<file path="src/rtl/tic_pkg.sv">
package tic_pkg;
  localparam int unsigned REG_W = 8;
  localparam int unsigned BIDX_W = $clog2(REG_W);

  // bit positions, fixed because software decodes them
  localparam int unsigned P_IT0 = 0;
  localparam int unsigned P_IE0 = 1;
  localparam int unsigned P_IT1 = 2;
  localparam int unsigned P_IE1 = 3;
  localparam int unsigned P_TR0 = 4;
  localparam int unsigned P_TF0 = 5;
  localparam int unsigned P_TR1 = 6;
  localparam int unsigned P_TF1 = 7;

  // per-bit software write enables; the byte write takes precedence
  function automatic logic [REG_W-1:0] f_sw_mask(input logic byte_hit,
                                                 input logic bit_hit,
                                                 input logic [BIDX_W-1:0] idx);
    logic [REG_W-1:0] m;
    m = '0;
    if (byte_hit) m = '1;
    else if (bit_hit) m[idx] = 1'b1;
    return m;
  endfunction

  function automatic logic [REG_W-1:0] f_sw_data(input logic byte_hit,
                                                 input logic [REG_W-1:0] bdata,
                                                 input logic bval);
    return byte_hit ? bdata : {REG_W{bval}};
  endfunction
endpackage

</file>
<file path="src/rtl/tic_sync.sv">
module tic_sync #(
  parameter int unsigned STAGES = 2
) (
  input  logic clk,
  input  logic rst_n,
  input  logic pin_n,
  output logic synced,
  output logic fell
);
  logic [STAGES-1:0] chain;
  logic              prev;

  generate
    if (STAGES == 1) begin : g_one
      always_ff @(posedge clk or negedge rst_n)
        if (!rst_n) chain <= '1;
        else        chain <= pin_n;
    end else begin : g_many
      always_ff @(posedge clk or negedge rst_n)
        if (!rst_n) chain <= '1;
        else        chain <= {chain[STAGES-2:0], pin_n};
    end
  endgenerate

  always_ff @(posedge clk or negedge rst_n)
    if (!rst_n) prev <= 1'b1;
    else        prev <= chain[STAGES-1];

  assign synced = chain[STAGES-1];
  assign fell   = prev & ~synced;
endmodule

</file>
<file path="src/rtl/tic_flag.sv">
module tic_flag (
  input  logic clk,
  input  logic rst_n,
  input  logic sw_we,
  input  logic sw_d,
  input  logic hw_set,
  input  logic hw_clr,
  output logic q
);
  always_ff @(posedge clk or negedge rst_n)
    if (!rst_n)      q <= 1'b0;
    else if (hw_set) q <= 1'b1;
    else if (hw_clr) q <= 1'b0;
    else if (sw_we)  q <= sw_d;

  // a hardware set is never lost
  a_r4_set_wins: assert property (@(posedge clk) disable iff (!rst_n)
    hw_set |=> q);
  // an acknowledge without a set always clears
  a_r5_ack_clears: assert property (@(posedge clk) disable iff (!rst_n)
    (hw_clr && !hw_set) |=> !q);
endmodule

</file>
<file path="src/rtl/tic_ext_irq.sv">
module tic_ext_irq #(
  parameter int unsigned SYNC_STAGES = 2
) (
  input  logic clk,
  input  logic rst_n,
  input  logic pin_n,
  input  logic edge_mode,
  input  logic sw_we,
  input  logic sw_d,
  input  logic ack,
  output logic flag
);
  logic synced;
  logic fell;

  tic_sync #(.STAGES(SYNC_STAGES)) u_sync (
    .clk    (clk),
    .rst_n  (rst_n),
    .pin_n  (pin_n),
    .synced (synced),
    .fell   (fell)
  );

  always_ff @(posedge clk or negedge rst_n)
    if (!rst_n)          flag <= 1'b0;
    else if (!edge_mode) flag <= ~synced;
    else if (fell)       flag <= 1'b1;
    else if (ack)        flag <= 1'b0;
    else if (sw_we)      flag <= sw_d;

  // level mode tracks the pin, ignoring writes and acknowledges
  a_r10_level_follows: assert property (@(posedge clk) disable iff (!rst_n)
    !edge_mode |=> (flag == ~$past(synced)));
  // a detected edge in edge mode always lands
  a_r8_edge_sets: assert property (@(posedge clk) disable iff (!rst_n)
    (edge_mode && fell) |=> flag);
  // acknowledge without an edge clears in edge mode
  a_r9_ack_clears: assert property (@(posedge clk) disable iff (!rst_n)
    (edge_mode && ack && !fell) |=> !flag);
endmodule

</file>
<file path="src/rtl/tmr_irq_ctl.sv">
module tmr_irq_ctl #(
  parameter int unsigned ADDR_W      = 8,
  parameter logic [ADDR_W-1:0] REG_ADDR = 8'h88,
  parameter int unsigned SYNC_STAGES = 2,
  parameter int unsigned N_EXT       = 2
) (
  input  logic              clk,
  input  logic              rst_n,
  input  logic              sfr_wr,
  input  logic [ADDR_W-1:0] sfr_addr,
  input  logic [7:0]        sfr_wdata,
  input  logic              bit_wr,
  input  logic [ADDR_W-1:0] bit_addr,
  input  logic              bit_wdata,
  input  logic              t0_ovf,
  input  logic              t0_hi_ovf,
  input  logic              t1_ovf,
  input  logic              t0_mode3,
  input  logic [N_EXT-1:0]  ext_irq_n,
  input  logic              ack_t0,
  input  logic              ack_t1,
  input  logic [N_EXT-1:0]  ack_ext,
  output logic [7:0]        reg_q,
  output logic              t0_run,
  output logic              t0_hi_run,
  output logic              t1_run,
  output logic              irq_t0,
  output logic              irq_t1,
  output logic [N_EXT-1:0]  irq_ext
);
  import tic_pkg::*;

  localparam int unsigned HI_W = ADDR_W - BIDX_W;

  logic             byte_hit, bit_hit;
  logic [REG_W-1:0] sw_we, sw_d;
  logic             tr0_q, tr1_q, tf0_q, tf1_q;
  logic [N_EXT-1:0] it_q, ie_q;
  logic             tf1_set;

  assign byte_hit = sfr_wr && (sfr_addr == REG_ADDR);
  assign bit_hit  = bit_wr && (bit_addr[ADDR_W-1:BIDX_W] == REG_ADDR[ADDR_W-1:BIDX_W]);
  assign sw_we    = f_sw_mask(byte_hit, bit_hit, bit_addr[BIDX_W-1:0]);
  assign sw_d     = f_sw_data(byte_hit, sfr_wdata, bit_wdata);

  // software-only control bits
  always_ff @(posedge clk or negedge rst_n)
    if (!rst_n) begin
      tr0_q <= 1'b0;
      tr1_q <= 1'b0;
    end else begin
      if (sw_we[P_TR0]) tr0_q <= sw_d[P_TR0];
      if (sw_we[P_TR1]) tr1_q <= sw_d[P_TR1];
    end

  // timer-1 flag source is steered in split mode
  assign tf1_set = t0_mode3 ? t0_hi_ovf : t1_ovf;

  tic_flag u_tf0 (
    .clk (clk), .rst_n (rst_n),
    .sw_we (sw_we[P_TF0]), .sw_d (sw_d[P_TF0]),
    .hw_set (t0_ovf), .hw_clr (ack_t0), .q (tf0_q)
  );

  tic_flag u_tf1 (
    .clk (clk), .rst_n (rst_n),
    .sw_we (sw_we[P_TF1]), .sw_d (sw_d[P_TF1]),
    .hw_set (tf1_set), .hw_clr (ack_t1), .q (tf1_q)
  );

  generate
    for (genvar g = 0; g < N_EXT; g++) begin : g_ext
      localparam int unsigned PT = P_IT0 + 2 * g;
      localparam int unsigned PE = P_IE0 + 2 * g;

      always_ff @(posedge clk or negedge rst_n)
        if (!rst_n)        it_q[g] <= 1'b0;
        else if (sw_we[PT]) it_q[g] <= sw_d[PT];

      tic_ext_irq #(.SYNC_STAGES(SYNC_STAGES)) u_ext (
        .clk       (clk),
        .rst_n     (rst_n),
        .pin_n     (ext_irq_n[g]),
        .edge_mode (it_q[g]),
        .sw_we     (sw_we[PE]),
        .sw_d      (sw_d[PE]),
        .ack       (ack_ext[g]),
        .flag      (ie_q[g])
      );
    end
  endgenerate

  assign reg_q     = {tf1_q, tr1_q, tf0_q, tr0_q, ie_q[1], it_q[1], ie_q[0], it_q[0]};
  assign t0_run    = tr0_q;
  assign t0_hi_run = t0_mode3 ? tr1_q : tr0_q;
  assign t1_run    = t0_mode3 ? 1'b1 : tr1_q;
  assign irq_t0    = tf0_q;
  assign irq_t1    = tf1_q;
  assign irq_ext   = ie_q;

  // in split mode a timer-1 overflow alone cannot raise the timer-1 flag
  a_r7_t1_ovf_masked: assert property (@(posedge clk) disable iff (!rst_n)
    (t0_mode3 && !t0_hi_ovf && !tf1_q && !sw_we[P_TF1]) |=> !reg_q[P_TF1]);
  // a bit write leaves the other seven bits alone when nothing else acts
  a_r3_single_bit: assert property (@(posedge clk) disable iff (!rst_n)
    (bit_hit && !byte_hit && bit_addr[BIDX_W-1:0] == 3'(P_TR0))
      |=> (reg_q[P_TR1] == $past(reg_q[P_TR1]) && reg_q[P_IT0] == $past(reg_q[P_IT0])));
endmodule

</file>
<file path="config.mk">
export PLATFORM = sky130hd
export DESIGN_NAME = tmr_irq_ctl
export DESIGN_NICKNAME = d
export VERILOG_FILES = /design/src/rtl/tic_pkg.sv /design/src/rtl/tic_sync.sv /design/src/rtl/tic_flag.sv /design/src/rtl/tic_ext_irq.sv /design/src/rtl/tmr_irq_ctl.sv
export SDC_FILE = /design/constraint.sdc
export NUM_CORES = 1
export LEC_CHECK = 0
export BUFFER_PORTS_ARGS = -buffer_cell sky130_fd_sc_hd__clkbuf_2
export CAP_MARGIN = 40
export CORE_MARGIN = 2
export CORE_UTILIZATION = 38
export DETAILED_ROUTE_END_ITERATION = 8
export HOLD_SLACK_MARGIN = 0.03
export PLACE_DENSITY_LB_ADDON = 0.05
export SLEW_MARGIN = 40
export SYNTH_ARGS = -nofsm -noshare
export SYNTH_HDL_FRONTEND = slang
export SYNTH_HIERARCHICAL = 1
export SYNTH_SLANG_ARGS = --single-unit
</file>
<file path="constraint.sdc">
create_clock -name clk -period 0.97 [get_ports clk]
set_clock_uncertainty 0.2 [all_clocks]
set_input_delay 0.194 -clock clk [delete_from_list [all_inputs] [get_ports clk]]
set_output_delay 0.194 -clock clk [all_outputs]
set_load 0.005 [all_outputs]
</file>
# After elaboration in Yosys (flattened, before gate mapping)
# Cells that the tools add are included.
[word_totals] ff_bits=14 in_bits=39 out_inout_bits=15
[classes] n_lt_le_gt_ge=2 eq_ne=4 muxes=22 bitwise=4 n_reduce_logical=5
[op_table] cell="$mux W8" count=3
[op_table] cell="$mux W1" count=18
[op_table] cell="$eq A8 B8 Y1 const B" count=1
[op_table] cell="$ne A4 B3 Y1 const B" count=2
[op_table] cell="$reduce_bool A3 Y1" count=2
[op_table] cell="$eq A5 B5 Y1 const B" count=1
[op_table] cell="$lt A3 B4 Y1 const B" count=1
[op_table] cell="$demux W1 S3" count=1
[op_table] cell="$ge A3 B1 Y1 const B" count=1
[op_table] cell="$logic_and A1 B1 Y1" count=3
[op_table] cell="$and A1 B1 Y1" count=2
[op_table] cell="$not A1 Y1" count=2

# Depth between registers and ports, before layout
[logic_depth] word_depth=10 mapped_depth=6

# By module
# The synthesis kept the hierarchy.
[by_module_without_submodules] module="tmr_irq_ctl" n_inst=1 cells_each=51 area_per_inst_um2=489.2 seq_area_each_um2=100.1
[by_module_without_submodules] module="tic_sync" n_inst=2 cells_each=4 area_per_inst_um2=92.6 seq_area_each_um2=78.8
[by_module_without_submodules] module="tic_ext_irq" n_inst=2 cells_each=5 area_per_inst_um2=53.8 seq_area_each_um2=25.0
[by_module_without_submodules] module="tic_flag" n_inst=2 cells_each=3 area_per_inst_um2=42.5 seq_area_each_um2=25.0

# Worst setup path before layout
# No wires, ideal clock.
[synth_path] path_type="input to register" start="input sfr_addr[1]" end="register g_ext[0].u_ext.flag" arrival_ns=1.592 t_required_ns=0.632 slack_ns=-0.960 cell_stages=6 cell_sequence="or3_4 or3_4 buf_6 mux2_4 mux2i_1 o221ai_1"
[synth_via] elab_chain_cells=7
[synth_rtl] element="start, declared" line_no="tmr_irq_ctl.sv:10" rtl="input logic [ADDR_W-1:0] sfr_addr,"
[synth_rtl] element="$eq A8 B8 Y1" line_no="tmr_irq_ctl.sv:41" rtl="assign byte_hit = sfr_wr && (sfr_addr == REG_ADDR);"
[synth_rtl] element="$logic_and A1 B1 Y1" line_no="tmr_irq_ctl.sv:41"
[synth_rtl] element="$mux W8" line_no="tic_pkg.sv:29" rtl="return byte_hit ? bdata : {REG_W{bval}};"
[synth_rtl] element="net sw_d[1]" line_no="tmr_irq_ctl.sv:36" rtl="logic [REG_W-1:0] sw_we, sw_d;"
[synth_rtl] element="$mux W1" line_no="tic_ext_irq.sv:29" rtl="else if (sw_we) flag <= sw_d;"
[synth_rtl] element="$mux W1" line_no="tic_ext_irq.sv:28" rtl="else if (ack) flag <= 1'b0;"
[synth_rtl] element="$mux W1" line_no="tic_ext_irq.sv:27" rtl="else if (fell) flag <= 1'b1;"
[synth_rtl] element="$mux W1" line_no="tic_ext_irq.sv:26" rtl="else if (!edge_mode) flag <= ~synced;"
[synth_rtl] element="end signal, assigned" line_no="tic_ext_irq.sv:26"
[synth_rtl] element="end signal, assigned" line_no="tic_ext_irq.sv:29"
[synth_rtl] element="end, declared" line_no="tic_ext_irq.sv:11" rtl="output logic flag"
# The timed path passes the listed nets, and every way through them passes these cells. The select of a mux whose other input is x is not followed.
# A chain may end at the register's enable or synchronous reset.

# Worst setup path in the final report
# Same ends and word-level chain as after synthesis.

==> results.py <==
metrics = {
    "placement": {
        "gp_congestion": 0.7286,
        "postPlaceCellArea_um2": 1219,
        "place_ws_ns": -1.022,
        "place_inst": 163,
        "port_buffers": 53,
        "place_hpwl_um": 1728,
    },
    "timing": {
        "slew_headroom_pct": 63.61,
        "finalSetupViolations": 23,
        "fin_crit_sh_pct": 170.8,
        "slew_viol_final": 0,
        "hold_viol_final": 2,
        "whs_ns": -0.08931,
        "max_freq_ghz": 0.6035,
        "tns_ns": -9.032,
        "worst_slew_pin_slew_ns": 0.5409,
        "setup_slack_ns": -0.6869,
        "layout_min_cycle_time_ns": 1.657,
        "grt_setup_unrepaired": "true",
    },
    "grt": {
        "overflow": 0,
        "grt_start_max_net_pins": 15,
        "grt_usage_pct": 18.42,
        "first_global_vias": 807,
        "antenna_found_initial": 0,
        "grt_pass1_wl_um": 3574,
    },
    "logic_synthesis": {
        "synthTopCellsByCount": "dfrtp_1 (8), buf_4 (6), dfstp_2 (6)",
        "yosysTopAreaCell": "dfrtp_1",
        "avgSynthCellArea_um2": 11.56,
        "synth_fa_ha_area_share_pct": 0,
        "netlist_instances": 75,
        "synth_most_common_cell": "dfrtp_1",
        "seq_area_frac_synth_pct": 41.27,
        "synth-compound-area-share_pct": 12.84,
        "synthFlopType": "dfrtp_1",
        "synth-xor-area-share_pct": 0,
        "ys_ff_latch": 14,
        "yosysTopAreaCellShare_pct": 23.09,
        "synth_area_leaders": "dfrtp_1 (23%), dfstp_2 (18%), buf_4 (5.2%)",
        "synth_cell_types": 28,
        "syn-num-nets": 114,
        "muxShareOfSynthArea_pct": 13.28,
        "synth_warnings": 6,
        "yosys.area_share.simple_pct": 26.12,
        "synth-async-reset-ratio_pct": 100.0,
        "synth_top_family_by_area": "simple AND/OR/NAND/NOR gates",
        "synth_edf_count": 0,
        "syn-cell-area_um2": 867.1,
    },
    "route": {
        "drc": 0,
        "vias_per_cell": 5.000,
        "first_pass_iters": 4,
        "vias": 910,
        "final_antenna_net_count": 0,
        "routed_wl_um": 2329,
        "wl_per_cell_um": 12.80,
        "drt-initial-drc-count": 11,
    },
    "pwr": {
        "combPwrFrac_pct": 29.7,
        "vdd_drop_max_mv": 0.7031,
        "powerDensity_nw_per_um2": 1084,
        "clkPwrFrac_pct": 27.1,
        "switching_share_pct": 26.09,
        "power_frac_seq_pct": 43.3,
        "fin_total_pwr_mw": 1.581,
        "power.leakage_nw": 0.6965,
        "switchingPower_uw": 412.5,
        "cell_internal_pwr_mw": 1.169,
    },
    "worst_hold_path": {
        "hold_depth": 2,
        "hold_start": "t0_ovf",
        "hp-class": "in2reg",
        "min_to": "u_tf0/q",
    },
    "final_layout": {
        "fin_util_pct": 66.59,
        "area_growth_pct": 68.25,
        "drive_above_1_share_pct": 68.83,
        "layout.cells.non_filler": 182,
        "final_area_um2": 1459,
        "fin_nets": 194,
        "n_antenna_cell": 0,
    },
    "cts": {
        "cts_tree": "done",
        "path_clk_slew_ns": 0.09,
        "cts_buffer_depth": 2,
        "cts.sinks": 14,
        "ctsHtreeMaxLevel": 1,
        "clockRootBuffer": "clkbuf_4",
        "cts_hold_buf": 5,
        "clk_latency_ns": 0.28,
        "cts_made_buffers": 3,
    },
    "status": {
        "failed_checks": "hold timing, setup timing",
        "status": "complete, but fails checks",
    },
    "worst_setup_path": {
        "start_kind": "input port",
        "cp_data_arrival_time_ns": 1.61,
        "worstReg2RegEnd": "tr1_q",
        "reg2reg_slack_ns": -0.20,
        "worstRegToRegCells": 4,
        "cp-end-kind": "flip-flop",
        "rr_startpoint": "tr1_q",
        "crit_fanout": 5,
        "worstSetupPathType": "in2reg",
        "required_ns": 0.93,
    },
    "floorplanning": {
        "die_w_um": 51.77,
        "initial_core_util_pct": 39.58,
        "die_y_um": 51.77,
        "fp-row-count": 17,
        "ios": 54,
        "core_um2": 2191,
        "dieArea_um2": 2680,
    },
    "run": {
        "drv_cap": 0,
    },
}
[sequential cells by signal, summed over array words and instances (netlist names)]
name                      cells
g_ext.u_ext/flag              2
g_ext.u_ext/u_sync/chain      4
g_ext.u_ext/u_sync/prev       2
reg_q                         2
t0_run                        1
tr1_q                         1
u_tf0/q                       1
u_tf1/q                       1
[final cells by class]
type / count / area, µm²
flip-flops and latches: 14 / 357.8
multi-input cells: 55 / 520.5
clock buffers: 4 / 36.28
repair buffers: 81 / 509.2
well taps: 28 / 35.03
fillers: 189 / 732.0
[power by group through the flow]
| stage | registers, mW | clock network (mW) | logic (mW) |
|---|---|---|---|
| after floorplan | 0.696 | 0 | 0.157 |
| after global placement | 0.698 | 0 | 0.347 |
| after detailed placement | 0.702 | 0 | 0.354 |
| after CTS | 0.683 | 0.436 | 0.447 |
| after global routing | 0.692 | 0.465 | 0.515 |
| final | 0.684 | 0.428 | 0.469 |
[worst max-delay path by stage]
stage / startpoint / cells after the start / endpoint / slack, ns
final: sfr_addr[1] / 6 / g_ext[0].u_ext/flag / -0.69
after global routing: bit_addr[4] / 6 / g_ext[0].u_ext/flag / -0.73
after CTS: sfr_addr[1] / 6 / g_ext[0].u_ext/flag / -0.69
after detailed placement: bit_addr[4] / 6 / g_ext[0].u_ext/flag / -1.02
after global placement: bit_addr[4] / 6 / g_ext[0].u_ext/flag / -0.98
after floorplan: sfr_addr[1] / 6 / g_ext[0].u_ext/flag / -0.96
[layer usage]
| metal | track usage [%] | share of wire [%] | vias up | wire [µm] |
|---|---|---|---|---|
| met2 | 32.05 | 50 | 39 | 1161 |
| met4 | 3.947 | 0.56 | 0 | 13 |
| met1 | 23.57 | 43 | 421 | 1005 |
| li1 | - | - | 448 | - |
| met3 | 3.736 | 6.4 | 2 | 148 |
| met5 | 0 | 0 | - | 0 |
[kinds of logic (layout without fill, tap and decap cells)]
family	Yosys count	count (layout)
AO/OA/AOI/OAI	16	16
buffers and inverters	7	85
flip-flops	14	14
multiplexers	10	10
AND/OR/NAND/NOR	28	29
[cells in the final DEF, fill, tap and decap left out, types with 2 or more instances in the layout]
master	synthesis	final
a31oi_4	0	2
nor4_1	4	4
o21bai_1	2	2
o31ai_1	4	3
dfstp_2	6	6
dlygate4sd3_1	0	5
buf_4	6	19
clkbuf_4	0	3
nand2b_1	4	4
mux2_2	4	3
o21ai_1	0	2
mux2_4	2	3
mux2i_1	4	4
buf_6	1	5
o221ai_1	2	2
dfrtp_1	8	8
nor2b_4	2	2
or3_4	2	3
or3b_1	2	2
nand2_1	3	3
clkbuf_2	0	52
nand4_1	2	2
or2_4	0	2
[worst max-delay path, stage by stage]
cell and delay (ns):
clkbuf_2 0.08, or3_4 0.37, or3_4 0.39, mux2_4 0.31, mux2i_1 0.13, o221ai_1 0.14
[repair_timing]
action                                  in CTS  in global routing
endpoints found under the setup margin      23                 23
pin swaps                                    1                  1
hold endpoints to repair                    22                  4
gates resized for setup                     11                  5
buffers inserted                             8                  1
cloned                                       1                  0
(Power assumes the default switching activity.)
